<file path="src/rtl/scrub_pkg.sv">
package scrub_pkg;
  localparam int REG_W        = 32;
  localparam int CTRL_WAY_LSB = 16;
  localparam int CTRL_PEND    = 30;
  localparam int CTRL_EN      = 31;

  typedef enum logic {
    ST_IDLE = 1'b0,
    ST_STEP = 1'b1
  } step_state_t;

  // Delay gap countdown: load on a finished walk step, else count to zero.
  function automatic logic [15:0] gap_next(input logic [15:0] cur,
                                           input logic [15:0] dly,
                                           input logic        load);
    if (load)            return dly;
    else if (cur != '0)  return cur - 16'd1;
    else                 return cur;
  endfunction
endpackage

</file>
<file path="src/rtl/scrub_regs.sv">
module scrub_regs
  import scrub_pkg::*;
#(
  parameter int IDX_W = 6,
  parameter int WAY_W = 2,
  parameter int DLY_W = 8
) (
  input  logic              clk,
  input  logic              rst_n,
  input  logic              we,
  input  logic              addr,
  input  logic [REG_W-1:0]  wdata,
  input  logic              oneshot_done,
  output logic [REG_W-1:0]  rdata,
  output logic [IDX_W-1:0]  tgt_idx,
  output logic [WAY_W-1:0]  tgt_way,
  output logic              pend,
  output logic              en,
  output logic [DLY_W-1:0]  delay
);
  logic wr_ctrl, wr_dly, set_pend;

  assign wr_ctrl  = we && (addr == 1'b0);
  assign wr_dly   = we && (addr == 1'b1);
  assign set_pend = wr_ctrl && wdata[CTRL_PEND];

  always_ff @(posedge clk) begin
    if (!rst_n) begin
      tgt_idx <= '0;
      tgt_way <= '0;
      pend    <= 1'b0;
      en      <= 1'b0;
      delay   <= '0;
    end else begin
      if (wr_ctrl) begin
        tgt_idx <= wdata[IDX_W-1:0];
        tgt_way <= wdata[CTRL_WAY_LSB +: WAY_W];
        en      <= wdata[CTRL_EN];
      end
      if (wr_dly) delay <= wdata[DLY_W-1:0];
      pend <= (pend && !oneshot_done) || set_pend;
    end
  end

  always_comb begin
    rdata = '0;
    if (addr == 1'b0) begin
      rdata[IDX_W-1:0]                = tgt_idx;
      rdata[CTRL_WAY_LSB +: WAY_W]    = tgt_way;
      rdata[CTRL_PEND]                = pend;
      rdata[CTRL_EN]                  = en;
    end else begin
      rdata[DLY_W-1:0]                = delay;
    end
  end
endmodule

</file>
<file path="src/rtl/scrub_walk.sv">
module scrub_walk #(
  parameter int IDX_W = 6,
  parameter int WAYS  = 4,
  parameter int WAY_W = 2
) (
  input  logic             clk,
  input  logic             rst_n,
  input  logic             advance,
  output logic [IDX_W-1:0] cur_idx,
  output logic [WAY_W-1:0] cur_way
);
  localparam logic [WAY_W-1:0] LAST_WAY = WAY_W'(WAYS - 1);

  // Way is the fast digit, index the slow one; both wrap to zero.
  function automatic logic [IDX_W+WAY_W-1:0] next_line(input logic [IDX_W-1:0] idx,
                                                       input logic [WAY_W-1:0] way);
    if (way == LAST_WAY) return {idx + 1'b1, {WAY_W{1'b0}}};
    else                 return {idx, way + 1'b1};
  endfunction

  always_ff @(posedge clk) begin
    if (!rst_n) begin
      cur_idx <= '0;
      cur_way <= '0;
    end else if (advance) begin
      {cur_idx, cur_way} <= next_line(cur_idx, cur_way);
    end
  end
endmodule

</file>
<file path="src/rtl/scrub_fsm.sv">
module scrub_fsm
  import scrub_pkg::*;
#(
  parameter int DLY_W = 8
) (
  input  logic             clk,
  input  logic             rst_n,
  input  logic             pend,
  input  logic             en,
  input  logic [DLY_W-1:0] delay,
  input  logic             busy,
  input  logic             ack,
  output logic             req,
  output logic             kind_one,
  output logic             launch_one,
  output logic             launch_cont,
  output logic             done_one,
  output logic             done_cont
);
  step_state_t      st;
  logic [DLY_W-1:0] gap;
  logic             step_end;
  logic [15:0]      gap_w;

  assign launch_one  = (st == ST_IDLE) && !busy && pend;
  assign launch_cont = (st == ST_IDLE) && !busy && !pend && en && (gap == '0);
  assign step_end    = (st == ST_STEP) && ack;
  assign done_one    = step_end && kind_one;
  assign done_cont   = step_end && !kind_one;
  assign req         = (st == ST_STEP);
  assign gap_w       = gap_next(16'(gap), 16'(delay), done_cont);

  always_ff @(posedge clk) begin
    if (!rst_n) begin
      st       <= ST_IDLE;
      kind_one <= 1'b0;
      gap      <= '0;
    end else begin
      gap <= gap_w[DLY_W-1:0];
      if (launch_one || launch_cont) begin
        st       <= ST_STEP;
        kind_one <= launch_one;
      end else if (step_end) begin
        st <= ST_IDLE;
      end
    end
  end
endmodule

</file>
<file path="src/rtl/scrub_seq.sv">
module scrub_seq
  import scrub_pkg::*;
#(
  parameter int IDX_W = 6,
  parameter int WAYS  = 4,
  parameter int DLY_W = 8,
  localparam int WAY_W = (WAYS > 1) ? $clog2(WAYS) : 1
) (
  input  logic             clk,
  input  logic             rst_n,
  input  logic             cfg_we,
  input  logic             cfg_addr,
  input  logic [31:0]      cfg_wdata,
  output logic [31:0]      cfg_rdata,
  input  logic             arr_busy,
  output logic             scr_req,
  output logic [IDX_W-1:0] scr_idx,
  output logic [WAY_W-1:0] scr_way,
  input  logic             scr_ack,
  input  logic             scr_corr,
  output logic             corr_evt
);
  logic [IDX_W-1:0] tgt_idx, walk_idx;
  logic [WAY_W-1:0] tgt_way, walk_way;
  logic             pend, en, kind_one;
  logic             launch_one, launch_cont, done_one, done_cont;
  logic [DLY_W-1:0] delay;

  scrub_regs #(.IDX_W(IDX_W), .WAY_W(WAY_W), .DLY_W(DLY_W)) u_regs (
    .clk(clk), .rst_n(rst_n), .we(cfg_we), .addr(cfg_addr), .wdata(cfg_wdata),
    .oneshot_done(done_one), .rdata(cfg_rdata), .tgt_idx(tgt_idx),
    .tgt_way(tgt_way), .pend(pend), .en(en), .delay(delay)
  );

  scrub_walk #(.IDX_W(IDX_W), .WAYS(WAYS), .WAY_W(WAY_W)) u_walk (
    .clk(clk), .rst_n(rst_n), .advance(done_cont),
    .cur_idx(walk_idx), .cur_way(walk_way)
  );

  scrub_fsm #(.DLY_W(DLY_W)) u_fsm (
    .clk(clk), .rst_n(rst_n), .pend(pend), .en(en), .delay(delay),
    .busy(arr_busy), .ack(scr_ack), .req(scr_req), .kind_one(kind_one),
    .launch_one(launch_one), .launch_cont(launch_cont),
    .done_one(done_one), .done_cont(done_cont)
  );

  always_ff @(posedge clk) begin
    if (!rst_n) begin
      scr_idx  <= '0;
      scr_way  <= '0;
      corr_evt <= 1'b0;
    end else begin
      if (launch_one) begin
        scr_idx <= tgt_idx;
        scr_way <= tgt_way;
      end else if (launch_cont) begin
        scr_idx <= walk_idx;
        scr_way <= walk_way;
      end
      corr_evt <= scr_req && scr_ack && scr_corr;
    end
  end
endmodule

</file>
<file path="config.mk">
export PLATFORM = sky130hd
export DESIGN_NAME = scrub_seq
export DESIGN_NICKNAME = d
export VERILOG_FILES = /design/src/rtl/scrub_pkg.sv /design/src/rtl/scrub_regs.sv /design/src/rtl/scrub_walk.sv /design/src/rtl/scrub_fsm.sv /design/src/rtl/scrub_seq.sv
export SDC_FILE = /design/constraint.sdc
export NUM_CORES = 1
export LEC_CHECK = 0
export ABC_CLOCK_PERIOD_IN_PS = 2800
export BUFFER_PORTS_ARGS = -buffer_cell sky130_fd_sc_hd__buf_4
export CORE_UTILIZATION = 50
export CTS_CLUSTER_SIZE = 28
export DETAILED_ROUTE_END_ITERATION = 8
export PLACE_DENSITY_LB_ADDON = 0.08
export SLEW_MARGIN = 5
export SYNTH_ARGS = -nofsm -noshare
export SYNTH_HDL_FRONTEND = slang
export SYNTH_HIERARCHICAL = 1
export SYNTH_SLANG_ARGS = --single-unit
</file>
<file path="constraint.sdc">
create_clock -name clk -period 2.8 [get_ports clk]
set_input_delay 0.14 -clock clk [delete_from_list [all_inputs] [get_ports clk]]
set_output_delay 0.14 -clock clk [all_outputs]
set_load 0.02 [all_outputs]
</file>
==> impl_metrics.toml, run 1 <==
[status]
outcome = "complete, but fails checks"
violations = "DRC"

[cts]
cts_hold_buf = 0
cts_resized = 0
clkSlewWorstSetupHoldPaths_ns = 0.08
clkLatencyLatePin_ns = 0.29
htreeDepth = 2
cts_tree = "yes"
cts_inserted_buffers = 5
cts_setup_buffers = 0
root_buffer = "clkbuf_8"
cts.sinks = 45
cts_buffer_depth = 2

[grt]
grt_first_pass_wirelength_um = 7200
grtUsageTotal = 0.182
antenna_found_initial = 0
overflow = 0
grt_pass1_vias = 1517
grt_max_degree = 59

[floorplan]
fp-row-count = 24
dieWidth_um = 71.2
core_um2 = 4470
die_y_um = 71.2
io_pins = 81
initial_core_util = 0.534
die_area_um2 = 5060

[finish]
final_cells = 331
diodes = 0
nets = 322
area_growth_pct = 12.1
drive_above_1_share = 0.254
fin_util = 0.599

[timing]
period_needed_ns = 2.12
drv_slew = 0
rsz0062_at_grt = "false"
fin_hold_ws_ns = 0.0852
finalSetupViolCount = 0
hold_violations = 0
finalCritPeriodShare = 0.758
max_slew.worst_pin.slew_ns = 0.659
finalSetupTns_ns = 0
fmax_mhz = 471
relSlewSlack = 0.558
skew_ns = 0.00718

[critical_path]
critical_path.endpoint_type = "register"
start_kind = "register"
regToRegSetupSlack_ns = 0.68
cp.required_ns = 2.98
crit_type = "register to register"
crit_fanout = 10
arrival_ns = 2.30

[synthesis]
ys_ff_latch = 45
netlist_instances = 243
yosys_most_used_dff = "dfxtp_1"
yosys_warnings = 6
seq_area_frac_synth = 0.377
synth-edff-count = 0
async_flop_share = 0
synthDistinctLibCells = 50
synth.area.top_cells = "dfxtp_1, mux2i_1, buf_4"
netlist_area_um2 = 2390
yosys.area.top_type = "dfxtp_1"
synth_top_cell_area_share = 0.377
syn_area_per_cell_um2 = 9.84

[routing]
wl_met1_um = 2090
vias_per_cell = 5.21
wl_met3_um = 241
drt_iter0_markers = 113
post_drt_wl_per_cell_um = 13.1
drt_wl_total_um = 4330
routed-via-count = 1725
drcViolationCount = 6
ant_nets = 0
drt-pass1-iter-count = 7
wl_met2_um = 1940
top_layer_used = "met4"

[pwr]
ir_worst_vdd_v = 0.000304
total_power_w = 0.00161
leakage_nw = 1.24
powerDensity_nw_per_um2 = 602

[place]
gp_congestion = 0.707
hpwl_um = 3120
dp_cells = 324
numPortBuffers = 40

[hold_path]
hold_class = "input port to register"

[job]
cap_violations = 0
-- routing by layer --
| metal | up-vias | global-route usage |
|---|---|---|
| met4 | 0 | 0.0533 |
| met1 | 798 | 0.252 |
| li1 | 875 | - |
| met2 | 46 | 0.278 |
| met3 | 6 | 0.0484 |
| met5 | - | 0 |
-- where the power goes --
group / internal (W) / total, W / switching (W)
sequential: 0.000703 / 0.000758 / 0.0000546
combinational: 0.000213 / 0.000460 / 0.000247
clock: 0.000196 / 0.000395 / 0.000199
-- synthesized netlist by cell type (2+ instances only) --
cell / n
dfxtp_1: 45
nand2_1: 30
buf_4: 22
mux2i_1: 17
o21ai_0: 9
mux2_4: 8
nor2b_1: 8
o211a_1: 8
or2b_1: 8
buf_6: 6
mux2_2: 6
inv_1: 5
nand3_1: 5
and2_1: 4
ha_1: 4
nor2_1: 4
o21ai_1: 4
or3_1: 4
a21boi_1: 3
clkbuf_1: 3
nand2b_1: 3
o31a_1: 3
xnor2_1: 3
a21oi_1: 2
a32o_1: 2
nand4_1: 2
xor2_1: 2
-- layout by cell type (no fill, tap or decap), drive strengths merged --
cell type  Yosys  final
o221a          1      1
o31a           3      3
nand2         30     30
o21a           1      1
or3            4      4
ha             4      4
mux2          15     15
or4b           1      1
and3           1      1
buf           29     42
nor3           2      2
nor2b          9      9
a21oi          2      2
nor4           2      2
nor3b          1      1
or2b           8      8
a32o           2      2
and4           1      1
conb           1     20
clkbuf         3      7
xor2           2      2
and2           5      5
nand3b         1      1
or4            2      2
and3b          1      1
a21boi         4      4
mux2i         17     17
a31o           1      1
o21ai         13     13
nand2b         3      3
dfxtp         45     45
nor2           4      4
a31oi          1      1
o211a          8      8
inv            5      5
nand3          5      5
nand4          3      3
xnor2          3      3
-- layout make-up --
| type | instances | area [um^2] |
|---|---|---|
| multi-input combinational | 180 | 1290 |
| fill | 409 | 1790 |
| timing repair buffer | 42 | 315 |
| tap | 52 | 65.1 |
| inverter | 5 | 18.8 |
| clock buffer | 7 | 86.3 |
| sequential | 45 | 901 |
-- flip-flops by register name, summed over array words and instances, names as in the netlist --
signal / flops
scr_way: 2
u_fsm/kind_one: 1
u_fsm/req: 1
u_regs/tgt_way: 2
u_regs/delay: 8
u_walk/cur_idx: 6
scr_idx: 6
u_regs/en: 1
u_regs/pend: 1
corr_evt: 1
u_fsm/gap: 8
u_walk/cur_way: 2
u_regs/tgt_idx: 6
-- stage by stage --
stage,instance area (um^2),setup slack (ns)
3_5_place_dp,2590,0.686
2_1_floorplan,2460,0.703
5_1_grt,2680,0.569
4_1_cts,2680,0.653
3_3_place_gp,2590,0.694
6_report,2680,0.678
-- worst max-delay path, stage by stage, from the launching register on --
cell	delay, ns
dfxtp_1	0.36
or4b_2	0.72
nor4_4	0.15
buf_4	0.26
mux2_4	0.31
o211a_1	0.20
-- final timing paths --
kind / startpoint / end / cells past startpoint
max reg2reg: u_fsm/req / scr_way[1] / 5
max: u_fsm/req / scr_way[1] / 5
min: cfg_wdata[30] / u_regs/pend / 2
min reg2reg: u_regs/tgt_way[1] / u_regs/tgt_way[1] / 2
-- kinds of logic (layout without fill, tap and decap cells) --
logic type / Yosys count / in the layout / share of synthesized area
AND/OR/NAND/NOR: 83 / 83 / 0.205
flip-flops: 45 / 45 / 0.377
buffers and inverters: 37 / 54 / 0.112
AO/OA/AOI/OAI: 36 / 36 / 0.111
multiplexers: 32 / 32 / 0.154
XOR/XNOR: 5 / 5 / 0.0183
adder cells (fa/ha/maj): 4 / 4 / 0.0209
other: 1 / 20 / 0.00157
No activity file was read; power rests on OpenSTA's default activity.
==> run 2, diff against run 1 <==
--- a/config.mk
+++ b/config.mk
@@ -5,7 +5,7 @@
 export SDC_FILE = /design/constraint.sdc
 export NUM_CORES = 1
 export LEC_CHECK = 0
-export ABC_CLOCK_PERIOD_IN_PS = 2800
+export ABC_CLOCK_PERIOD_IN_PS = 2180
 export BUFFER_PORTS_ARGS = -buffer_cell sky130_fd_sc_hd__buf_4
 export CORE_UTILIZATION = 50
 export CTS_CLUSTER_SIZE = 28
==> constraint.sdc (replaced) <==
create_clock -name clk -period 2.18 [get_ports clk]
set_input_delay 0.109 -clock clk [delete_from_list [all_inputs] [get_ports clk]]
set_output_delay 0.109 -clock clk [all_outputs]
set_load 0.02 [all_outputs]
==> run 2 against run 1 <==
Against the previous run:
- the flow still finishes with violations (DRC)
- maximum frequency increased by 1.2%
- via count increased by 0.41%
- first-iteration DRC count decreased by 25%
- flip-flop and latch count unchanged
- sequential share of layout area decreased by 0.36 points
- count of clock-buffer cells in the layout increased by 1
- final area increased by 1.1%
- sequential power increased by 28%
- register-to-register slack got worse by 0.60 ns
- die area unchanged
- global-route usage increased by 0.16 points
- critical path type unchanged
- critical endpoint is now scr_idx[1]
- largest cell class unchanged
==> impl_metrics.toml, run 2 (synthesized netlist as in run 1, its figures left out) <==
[grt]
overflow = 0
grt_pass1_vias = 1527
antenna_found_initial = 0
grtUsageTotal = 0.183
grt_max_degree = 59
grt_first_pass_wirelength_um = 7190

[cts]
htreeDepth = 2
clkSlewWorstSetupHoldPaths_ns = 0.08
root_buffer = "clkbuf_8"
cts.sinks = 45
clkLatencyLatePin_ns = 0.29
cts_inserted_buffers = 5
cts_tree = "yes"
cts_hold_buf = 0
cts_resized = 0
cts_setup_buffers = 0
cts_buffer_depth = 2

[critical_path]
crit_fanout = 10
crit_type = "register to register"
max_stage_delay_ns = 0.60
start_kind = "register"
slowest_stage = "or4_4"
crit_path_cell_trace = "or4_4, nor4_4, buf_12, mux2_4, o211a_1"
critical_path.endpoint_type = "register"
cp.required_ns = 2.37
critPathBufInv = 1
arrival_ns = 2.28
critical_path.top_delay_family = "simple AND/OR/NAND/NOR gates"

[finish]
multi_input_area_um2 = 1290
final_cells = 335
layout_common_cells = "dfxtp_1, buf_4, nand2_1"
final_common_cell = "dfxtp_1"
diodes = 0
nFillCells = 400
regArea_um2 = 901
nets = 325
largest_registers = "u_fsm/gap x8, u_regs/delay x8"
area_growth_pct = 13.3
drive_above_1_share = 0.258

[timing]
rsz0062_at_grt = "false"
fmax_mhz = 477
drv_slew = 0
hold_violations = 0
skew_ns = 0.00290
relSlewSlack = 0.549
max_slew.worst_pin.slew_ns = 0.674
finalCritPeriodShare = 0.962
finalSetupViolCount = 0
period_needed_ns = 2.10
finalSetupTns_ns = 0

[place]
gp_congestion = 0.718
hpwl_um = 3150
dp_cells = 327
numPortBuffers = 40

[status]
outcome = "complete, but fails checks"
violations = "DRC"

[pwr]
powerDensity_nw_per_um2 = 758
leakage_nw = 1.26
ir_worst_vdd_v = 0.000351

[floorplan]
io_pins = 81
die_y_um = 71.2
dieWidth_um = 71.2
die_area_um2 = 5060
initial_core_util = 0.534
core_um2 = 4470
fp-row-count = 24

[routing]
ant_nets = 0
post_drt_wl_per_cell_um = 13.2
vias_per_cell = 5.17
routed-via-count = 1732
drcViolationCount = 5
drt-pass1-iter-count = 8
drt_iter0_markers = 85
drt_wl_total_um = 4420

[hold_path]
hold_class = "input port to register"

[job]
cap_violations = 0
-- run 2: final cells by class --
type	count	area share
multi-input combinational	180	0.478
clock buffer	8	0.0296
inverter	5	0.00693
tap	52	0.0240
timing repair buffer	45	0.129
sequential	45	0.333
-- run 2: path summary, 6_finish.rpt --
path | cells past startpoint | slack (ns) | to | from
worst max-delay path | 5 | 0.08 | scr_idx[1] | u_fsm/gap[3]
worst min-delay path | 2 | 0.05 | u_regs/pend | cfg_wdata[30]
worst max register to register | 5 | 0.08 | scr_idx[1] | u_fsm/gap[3]
worst min register to register | 2 | 0.47 | u_regs/tgt_way[1] | u_regs/tgt_way[1]
-- run 2: per-stage QoR --
| stage | worst slack (ns) | hold slack [ns] | utilization | total power (W) | area (um^2) |
|---|---|---|---|---|---|
| finish | 0.0818 | 0.0528 | 0.605 | 0.00205 | 2710 |
| global route | 0.0277 | 0.0369 | 0.605 | 0.00219 | 2710 |
| CTS | 0.0785 | 0.0380 | 0.605 | 0.00209 | 2710 |
| detailed placement | 0.106 | 0.353 | 0.588 | 0.00159 | 2630 |
| global placement | 0.104 | 0.351 | 0.588 | 0.00158 | 2630 |
| floorplan | 0.0829 | 0.231 | - | 0.00149 | 2460 |
-- run 2: layer usage --
metal  vias to the layer above  share of wire  routed length (um)  global-route usage
met5                         -              0                   0                   0
met4                         0         0.0093                  41              0.0600
met3                         5          0.045                 197              0.0513
met2                        45           0.46                2030               0.280
met1                       805           0.49                2160               0.250
li1                        877              -                   -                   -
-- run 2: report_power, final --
part	internal (W)	switching (W)	total [W]
logic	0.000277	0.000319	0.000596
clock network	0.000228	0.000257	0.000485
registers	0.000903	0.0000698	0.000973
total	0.00141	0.000646	0.00205
